## src/rtl/cap_pull_fifo.sv

```systemverilog
module cap_pull_fifo #(
  parameter int DW    = 32,
  parameter int DEPTH = 16,
  parameter int CW    = 8
) (
  input  logic          clk,
  input  logic          rst_n,
  input  logic [DW-1:0] in_data,
  input  logic          in_valid,
  output logic          in_ready,
  input  logic [CW-1:0] ctrl,
  output logic [CW-1:0] status,
  output logic [CW-1:0] cap_flags,
  input  logic [CW-1:0] cap_clr,
  input  logic [CW-1:0] irq_en,
  output logic          irq,
  output logic [DW-1:0] rd_data
);
  localparam int AW   = (DEPTH > 1) ? $clog2(DEPTH) : 1;
  localparam int CNTW = $clog2(DEPTH + 1);
  localparam logic [AW-1:0]   LAST = AW'(DEPTH - 1);
  localparam logic [CNTW-1:0] FULL = CNTW'(DEPTH);

  logic [DW-1:0]   mem [DEPTH];
  logic [AW-1:0]   wr_ptr, rd_ptr;
  logic [CNTW-1:0] count;
  logic [2:0]      pull_sh;
  logic [CW-1:0]   status_q;

  wire full      = (count == FULL);
  wire nonempty  = (count != '0);
  wire pull_rise = pull_sh[1] & ~pull_sh[2];
  wire push      = in_valid & in_ready;
  wire pop       = pull_rise & nonempty;

  assign in_ready = ctrl[0] & ~full;
  assign status   = {{(CW-2){1'b0}}, nonempty, full};
  assign irq      = |(cap_flags & irq_en);

  always_ff @(posedge clk) begin
    if (push) mem[wr_ptr] <= in_data;
  end

  always_ff @(posedge clk) begin
    if (!rst_n) begin
      wr_ptr    <= '0;
      rd_ptr    <= '0;
      count     <= '0;
      pull_sh   <= '0;
      rd_data   <= '0;
      status_q  <= '0;
      cap_flags <= '0;
    end else begin
      pull_sh  <= {pull_sh[1:0], ctrl[1]};
      status_q <= status;
      cap_flags <= (cap_flags & ~cap_clr) | (status & ~status_q);
      if (push) wr_ptr <= (wr_ptr == LAST) ? '0 : wr_ptr + 1'b1;
      if (pop) begin
        rd_data <= mem[rd_ptr];
        rd_ptr  <= (rd_ptr == LAST) ? '0 : rd_ptr + 1'b1;
      end
      count <= count + CNTW'(push) - CNTW'(pop);
    end
  end
endmodule

```

## config.mk

```make
export PLATFORM = sky130hd
export DESIGN_NAME = cap_pull_fifo
export DESIGN_NICKNAME = d
export VERILOG_FILES = /design/src/rtl/cap_pull_fifo.sv
export SDC_FILE = /design/constraint.sdc
export NUM_CORES = 1
export LEC_CHECK = 0
export ABC_AREA = 0
export BUFFER_PORTS_ARGS = -buffer_cell sky130_fd_sc_hd__buf_2
export CORE_ASPECT_RATIO = 1.4
export CORE_MARGIN = 2
export CORE_UTILIZATION = 45
export CTS_BUF_LIST = sky130_fd_sc_hd__clkbuf_8
export DETAILED_ROUTE_END_ITERATION = 6
export SLEW_MARGIN = 0
export SYNTH_ARGS = -nofsm -noshare
export SYNTH_HDL_FRONTEND = slang
export SYNTH_SLANG_ARGS = --single-unit
```

## constraint.sdc

```tcl
create_clock -name clk -period 4.6 [get_ports clk]
set_clock_uncertainty 0.2 [all_clocks]
set_input_delay 0.46 -clock clk [delete_from_list [all_inputs] [get_ports clk]]
set_output_delay 0.46 -clock clk [all_outputs]
set_load 0.02 [all_outputs]
```

==> results of run 1 <==
## per-layer routing
| metal | part of all wire [%] | vias up | wire length (um) | GRT usage, % |
|---|---|---|---|---|
| met2 | 51 | 322 | 24110 | 33.45 |
| met3 | 5.3 | 86 | 2518 | 3.178 |
| met1 | 41 | 5679 | 19190 | 24.62 |
| met5 | 0 | - | 0 | 0 |
| li1 | - | 4860 | - | - |
| met4 | 2.8 | 0 | 1297 | 7.665 |
## critical path, stage by stage (launching register included)
cell and delay (ns):
dfxtp_1 0.34, inv_1 0.06, ha_1 0.20, nand4bb_1 0.20, and3_1 0.35, inv_1 0.14
ha_1 0.31, inv_1 0.06, ha_1 0.15, inv_1 0.06, fa_1 0.41, nand2b_1 0.16
a21oi_1 0.18, o21ai_0 0.09, nor3b_1 0.14
## flip-flops by register name, indices dropped and copies added, names as in the netlist
signal,flops
cap_flags,8
count,5
mem,512
pull_sh,3
rd_data,32
rd_ptr,4
status_q,2
wr_ptr,4
## worst paths after layout
path / start / to / slack (ns)
worst max-delay path: count[2] / count[4] / 1.39
worst min-delay path: ctrl[0] / wr_ptr[1] / 0.17
worst max register to register: count[2] / count[4] / 1.39
worst min register to register: pull_sh[0] / pull_sh[1] / 0.25
## layout by cell type, fill, tap and decap left out, drive strengths merged, types with 2 or more instances in the layout
master       count
edfxtp         512
buf            131
clkbuf         100
mux4            95
mux2i           62
dfxtp           58
inv             48
a21oi           41
dlygate4sd3     41
a22oi           35
o22ai           33
a31oi           32
o21ai           32
nor2            23
clkinv          19
nand2           13
ha              11
nor3b            7
nor3             7
and2             6
conb             6
clkinvlp         5
nand2b           4
mux2             4
nand3            4
xnor2            3
nand4            2
nor4             2
xor2             2
nor2b            2
## layout make-up
class	count	area (sq um)	share of cell area, %
inverters	17	63.81	0.2567
multi-input cells	439	4653	18.72
clock buffers	100	1376	5.538
diodes	1	2.502	0.01007
repair buffers	172	1191	4.793
flip-flops and latches	570	16540	66.57
clock inverters	55	241.5	0.9716
well taps	624	780.7	3.141
## cell families (layout without fill, tap and decap cells)
logic type	count (synthesis)	in the layout	share of synthesized area (%)
DFF	570	570	76.80
AOI/OAI and AO/OA	179	179	5.062
muxes	161	161	13.03
buffers and inverters	87	344	2.278
and+or+nand+nor	76	76	1.877
adders and majority gates	12	12	0.7322
xor gates and xnor gates	5	5	0.2034
other	1	7	0.01742
## through the flow
stage	util, %	power (W)
floorplan	-	0.006544
global placement	48.39	0.006768
detailed placement	48.39	0.006788
CTS	52.69	0.01067
global route	52.70	0.01095
finish	52.70	0.01055
## power breakdown
| group | switching [W] | internal (W) | total [W] |
|---|---|---|---|
| clock network | 0.00188 | 0.00198 | 0.00386 |
| logic | 0.000474 | 0.000387 | 0.000861 |
| registers | 0.0000767 | 0.00575 | 0.00583 |
==> results.yml, run 1 <==
global_routing:
  antenna_found_initial: 1
  grt_usage_pct: 19.44
  grt_pass1_vias: 11674
  grt_overflow: 0
  grt_start_max_net_pins: 65
  grt_pass1_wl_um: 70950
status:
  status: "complete, no violations"
floorplan:
  coreArea_sq_um: 47160
  fp.dieW_um: 188.9
  initial_core_util_pct: 45.65
  row_count: 94
  num_io_pins: 109
  die_h_um: 262.8
  dieArea_sq_um: 49640
detailed_routing:
  drt_wl_total_um: 47120
  dr.first_iter.drc_count: 830
  ant_nets: 0
  drc: 0
  wire_per_inst_um: 23.82
  vias_per_cell: 5.534
  dr.pass1.iters: 5
  vias: 10947
critical_path:
  arrival_ns: 3.49
  ff2ff_path_depth: 14
  required_ns: 4.88
  start_kind: "register"
  crit_fanout: 7
  critPathKind: "reg -> reg"
  crit_path_end_kind: "register"
sta:
  relSlewSlack_pct: 21.37
  fmax_mhz: 311.6
  worstMarginPinSlew_ns: 1.177
  slew_viol_final: 0
  rsz0062_at_grt: "false"
  hold_viol: 0
  setup_violations: 0
  whs_ns: 0.1658
  fin_tns_setup_ns: 0
  worst_slack_ns: 1.391
  period_needed_ns: 3.209
  period_share_pct: 69.76
clock_tree:
  cts_inserted_buffers: 85
  clock_latency_ns: 0.64
  post_cts_buffers: 0
  ctsResizeCount: 0
  clock-sinks: 570
  cts-root-buf: "clkbuf_8"
  clk_pin_slew_ns: 0.06
  cts_tree: "built"
  hold_buffers: 41
  htreeDepth: 3
  clk_path_buf_depth: 3
placed_design:
  dpl_cell_area_sq_um: 22820
  dp_cells: 1781
  post-place-ws_ns: 1.377
  port_buffers: 96
  hpwl_um: 24900
  routabilityCongestion: 0.6946
synth:
  synth_ff_type: "edfxtp_1"
  synth_top_area_share_pct: 71.41
  synth_cell_types: 46
  seq_area_frac_synth_pct: 76.80
  synth_top_cell_by_area: "edfxtp_1"
  synth_edf_count: 512
  synth.avg_cell_area_sq_um: 19.73
  ys_ff_latch: 570
  syn_area_sq_um: 21530
  synth.area.top_cells: "edfxtp_1, mux4_2, dfxtp_1"
  yosysMostFrequentCell: "edfxtp_1"
  synthArstFlopShare_pct: 0
  synth-warning-count: 0
  synthCells: 1091
  synth_common_cells: "edfxtp_1, mux4_2, mux2i_1, dfxtp_1, a21oi_1"
pwr:
  peakVddDrop_mv: 0.2223
  leakage_nw: 8.028
  power_density_nw_per_um2: 424.3
job:
  drv_cap: 0
cells_and_area:
  area_growth_pct: 15.43
  fin_nets: 1356
  fillers: 3752
  fin_area_sq_um: 24850
  post_route_cells_drive_above_1_share_pct: 27.42
  instances_no_fill: 1978
min_path:
  hold_depth: 4
  worstHoldPathType: "in -> reg"
Power figures use the tool's default switching activity.
==> inputs of run 2 (changes only) <==
==> constraint.sdc (replaced) <==
create_clock -name clk -period 2.7 [get_ports clk]
set_clock_uncertainty 0.2 [all_clocks]
set_input_delay 0.27 -clock clk [delete_from_list [all_inputs] [get_ports clk]]
set_output_delay 0.27 -clock clk [all_outputs]
set_load 0.02 [all_outputs]
==> run 2 against run 1 <==
- global-route usage increased by 0.12 points
- total power increased by 75%
- cell count increased by 1.7%
- worst hold slack got worse by 0.047 ns
- critical path depth unchanged
- clock power increased by 77%
- highest routed layer unchanged
==> results.yml, run 2 (synthesized netlist as in run 1, its figures left out) <==
global_routing:
  grt_pass1_vias: 11688
  grt_start_max_net_pins: 65
  grt_pass1_wl_um: 71680
  grt_overflow: 0
  antenna_found_initial: 2
  grt_usage_pct: 19.56
sta:
  period_share_pct: 99.55
  fmax_mhz: 372.0
  worst_slack_ns: 0.01202
  period_needed_ns: 2.688
  rsz0062_at_grt: "true"
  hold_viol: 0
  worstMarginPinSlew_ns: 0.8595
  relSlewSlack_pct: 42.70
  slew_viol_final: 0
  setup_violations: 0
detailed_routing:
  ant_nets: 0
  vias: 11198
  dr.pass1.iters: 4
  drt_wl_total_um: 47750
  drc: 0
  vias_per_cell: 5.566
  wire_per_inst_um: 23.73
  dr.first_iter.drc_count: 804
critical_path:
  critPathKind: "reg -> reg"
  arrival_ns: 3.01
  crit_start: "count[3]"
  rr_endpoint: "count[4]"
  required_ns: 3.02
  r2r_slack_ns: 0.01
  rr_startpoint: "count[3]"
  start_kind: "register"
  crit_path_end_kind: "register"
  crit_fanout: 2
  ff2ff_path_depth: 14
pwr:
  power_density_nw_per_um2: 721.8
  leakage_nw: 8.287
  p_sw_w: 0.004204
  clockPowerShare_pct: 37.0
  power.total_w: 0.01841
  power.internal_w: 0.01421
  peakVddDrop_mv: 0.4147
  combPwrFrac_pct: 9.2
  power.share.sequential_pct: 53.8
  netSwitchingFraction_pct: 22.83
cells_and_area:
  area_growth_pct: 18.50
  multi_input_area_sq_um: 4745
  max_flop_register: "mem"
  largest_reg_flops: 512
  fin_nets: 1386
  reg.largest.list: "mem (512), rd_data (32), cap_flags (8)"
  post_route_cells_drive_above_1_share_pct: 29.51
  layout_commonest_cell: "edfxtp_1"
  final_cell_mix: "edfxtp_1, buf_2, mux4_2, clkbuf_8, mux2i_1"
  fillers: 3715
  final-seq-area_sq_um: 16550
min_path:
  hold_end: "cap_flags[6]"
  hp-start: "cap_clr[6]"
  hold_depth: 3
  worstHoldPathType: "in -> reg"
floorplan:
  initial_core_util_pct: 45.65
  fp.dieW_um: 188.9
  dieArea_sq_um: 49640
  die_h_um: 262.8
  num_io_pins: 109
  coreArea_sq_um: 47160
  row_count: 94
clock_tree:
  cts-root-buf: "clkbuf_8"
  clock-sinks: 570
  cts_inserted_buffers: 84
  cts_tree: "built"
  htreeDepth: 3
  clock_latency_ns: 0.65
  clk_pin_slew_ns: 0.06
  clk_path_buf_depth: 3
placed_design:
  post-place-ws_ns: -0.03469
  routabilityCongestion: 0.6882
  hpwl_um: 25200
  port_buffers: 96
job:
  drv_cap: 0
status:
  status: "complete, no violations"
run 2: cell type report:
cell class	count	share of cell area [%]
Clock inverter	62	1.442
Clock buffer	95	5.125
Tap cell	624	3.060
Sequential cell	570	64.86
Timing Repair Buffer	203	6.650
Inverter	17	0.2501
Antenna cell	2	0.01962
Multi-Input combinational cell	439	18.60
run 2: worst max path at each step:
stage                             to  slack, ns  cells past startpoint
final                       count[4]       0.01                     14
after global routing        count[4]      -0.10                     14
after CTS                   count[4]      0.005                     14
after detailed placement    count[4]      -0.03                     14
after global placement      count[4]      -0.01                     14
after floorplan           mem[13][0]      -0.42                      7
run 2: critical path: stages, from the launching register on:
cell and delay, ns:
dfxtp_2 0.33, inv_2 0.07, ha_4 0.13, or4b_4 0.48, nand2_4 0.08, inv_2 0.04
ha_4 0.20, inv_2 0.06, ha_4 0.12, inv_2 0.03, fa_2 0.33, nand2b_4 0.15
a21oi_4 0.13, o21ai_1 0.08, nor3b_1 0.14
run 2: metal layers:
metal  track usage [%]  vias up  part of all wire (%)
met4             6.039        0                   1.6
met1             24.73     5915                    41
met2             33.80      311                    52
li1                  -     4919                     -
met5                 0        -                     0
met3             4.153       53                   5.4
run 2: through the flow:
step	area [sq um]	TNS, ns	cells	util (%)	hold slack [ns]
floorplan	21670	-50.36	1096	-	0.1461
global placement	23350	-0.01089	1807	49.51	0.2320
detailed placement	23350	-0.03469	1807	49.51	0.2350
CTS	25490	0	2009	54.04	0.06978
global route	25510	-0.1023	2012	54.10	0.1037
finish	25510	0	2012	54.10	0.1190
run 2: power groups by stage:
stage | logic, W | registers (W) | clock network, W
CTS | 0.00167 | 0.00991 | 0.00699
global route | 0.00184 | 0.00992 | 0.00736
global placement | 0.00158 | 0.0101 | 0
finish | 0.00169 | 0.00991 | 0.00682
detailed placement | 0.00161 | 0.0101 | 0
floorplan | 0.00104 | 0.0101 | 0
run 2: timing repair:
item                       4_1_cts  5_1_grt
hold endpoints to repair       535        0
setup buffers                    0        1
pin swaps                        4        2
gates resized for setup          2        3
hold buffers                    45        0
setup endpoints to repair        1        1
==> inputs of run 3 (changes only) <==
--- a/config.mk
+++ b/config.mk
@@ -7,11 +7,14 @@
 export LEC_CHECK = 0
 export ABC_AREA = 0
 export BUFFER_PORTS_ARGS = -buffer_cell sky130_fd_sc_hd__buf_2
+export CAP_MARGIN = 20
 export CORE_ASPECT_RATIO = 1.4
 export CORE_MARGIN = 2
 export CORE_UTILIZATION = 45
 export CTS_BUF_LIST = sky130_fd_sc_hd__clkbuf_8
 export DETAILED_ROUTE_END_ITERATION = 6
+export PLACE_DENSITY = 0.62
+export RECOVER_POWER = 50
 export SLEW_MARGIN = 0
 export SYNTH_ARGS = -nofsm -noshare
 export SYNTH_HDL_FRONTEND = slang
==> run 3 against run 2 <==
- total power shrank 2.5%
- utilization down 0.52 points
- cell count down 0.60%
- register-to-register slack about the same
- via count shrank 0.60%
- design area down 0.96%
- sequential cell count is the same
- non-clock buffer count shrank 8
- first-iteration DRC count up 9.2%
- largest cell class unchanged
==> results.yml, run 3 (synthesized netlist as in run 1, its figures left out) <==
status:
  status: "complete, no violations"
cells_and_area:
  area_growth_pct: 17.36
  fin_area_sq_um: 25270
  instances_no_fill: 2000
  max_flop_register: "mem"
  layout_commonest_cell: "edfxtp_1"
  final_cell_mix: "edfxtp_1, mux4_2, clkbuf_8"
  reg.largest.list: "mem (512), rd_data (32), cap_flags (8)"
  fin_nets: 1376
  post_route_cells_drive_above_1_share_pct: 24.38
  largest_reg_flops: 512
  fillers: 3724
floorplan:
  die_h_um: 262.8
  fp.dieW_um: 188.9
  coreArea_sq_um: 47160
  dieArea_sq_um: 49640
  num_io_pins: 109
  initial_core_util_pct: 45.65
  row_count: 94
global_routing:
  grt_pass1_vias: 11560
  grt_pass1_wl_um: 71080
  grt_overflow: 0
  antenna_found_initial: 2
  grt_start_max_net_pins: 65
  grt_usage_pct: 19.39
critical_path:
  crit_path_end_kind: "register"
  crit_fanout: 2
  start_kind: "register"
  required_ns: 3.05
  arrival_ns: 3.04
  critPathKind: "reg -> reg"
min_path:
  worstHoldPathType: "in -> reg"
sta:
  rsz0062_at_grt: "true"
  fmax_mhz: 372.4
  hold_viol: 0
  period_share_pct: 99.45
  relSlewSlack_pct: 33.24
  worst_slack_ns: 0.01490
  setup_violations: 0
  slew_viol_final: 0
  period_needed_ns: 2.685
  worstMarginPinSlew_ns: 1.001
  fin_tns_setup_ns: 0
detailed_routing:
  vias: 11131
  vias_per_cell: 5.566
  dr.pass1.iters: 5
  dr.first_iter.drc_count: 878
  drc: 0
  wire_per_inst_um: 23.74
  ant_nets: 0
  drt_wl_total_um: 47480
clock_tree:
  clk_path_buf_depth: 3
  htreeDepth: 3
  clock-sinks: 570
  cts_inserted_buffers: 82
  clk_pin_slew_ns: 0.06
  cts-root-buf: "clkbuf_8"
  cts_tree: "built"
  clock_latency_ns: 0.63
placed_design:
  dp_cells: 1795
  port_buffers: 96
  hpwl_um: 23860
  routabilityCongestion: 0.6825
  post-place-ws_ns: -0.04560
  dpl_cell_area_sq_um: 23290
pwr:
  power.total_w: 0.01795
  power_density_nw_per_um2: 710.3
  leakage_nw: 8.008
  peakVddDrop_mv: 0.2978
job:
  drv_cap: 0
run 3: changes by cell type in the layout (fill, tap and decap cells not counted), moves of 2 or more:
cell       previous run  this run
buf_2                96        46
inv_1                48        53
clkbuf_8             95        90
buf_12               24        26
inv_6                 3         0
buf_4                38        27
clkbuf_1              0        52
bufinv_16             4         2
clkinv_2              9         4
clkinv_1              9        14
run 3: stage by stage:
step                hold slack (ns)  utilization (%)
global route                 0.1155            53.58
floorplan                    0.1461                -
finish                       0.1388            53.58
global placement             0.2301            49.37
detailed placement           0.2281            49.37
CTS                         0.08982            53.67
run 3: worst paths after layout:
kind	endpoint	slack, ns	depth (start not counted)	from
setup / recovery	count[4]	0.01	14	count[2]
hold reg to reg	pull_sh[1]	0.25	1	pull_sh[0]
setup reg to reg	count[4]	0.01	14	count[2]
hold / removal	cap_flags[4]	0.14	3	cap_clr[4]
run 3: repair_timing:
| action | in CTS | in global routing |
|---|---|---|
| resized for setup | 4 | 1 |
| hold buffers | 44 | 0 |
| pin swaps | 7 | 2 |
| setup buffers | 4 | 2 |
| endpoints found under the hold margin | 528 | 0 |
| endpoints found under the setup margin | 1 | 1 |
run 3: worst max-delay path: stages (launching register included):
cell and delay (ns):
dfxtp_2 0.32, inv_2 0.07, ha_4 0.13, or4b_4 0.48
nand2_4 0.09, inv_4 0.04, ha_4 0.20, inv_2 0.06
ha_4 0.12, inv_2 0.03, fa_2 0.34, nand2b_4 0.16
a21oi_4 0.12, nor3_1 0.07, nor3b_1 0.17
run 3: per-layer routing:
layer / global-route usage [%] / vias to the layer above / wire length (um)
met5: 0 / - / 0
met4: 7.073 / 0 / 1083
met3: 2.991 / 67 / 2449
met2: 33.94 / 323 / 24770
met1: 24.42 / 5843 / 19180
li1: - / 4898 / -
run 3: power by group:
group          internal [W]  leakage, nW  total [W]  switching [W]
clock network       0.00325        0.932    0.00636        0.00311
logic              0.000775         1.99    0.00167       0.000896
registers           0.00980         5.09    0.00991       0.000109
total                0.0138         8.01     0.0179        0.00412
run 3: area by class of cell:
| type | count | area (sq um) | share of cell area, % |
|---|---|---|---|
| flip-flops and latches | 570 | 16550 | 65.49 |
| multi-input cells | 439 | 4740 | 18.76 |
| repair buffers | 195 | 1589 | 6.289 |
| clock buffers | 90 | 1239 | 4.902 |
| well taps | 624 | 780.7 | 3.090 |
| clock inverters | 63 | 301.5 | 1.193 |
| inverters | 17 | 66.31 | 0.2624 |
| diodes | 2 | 5.005 | 0.01981 |
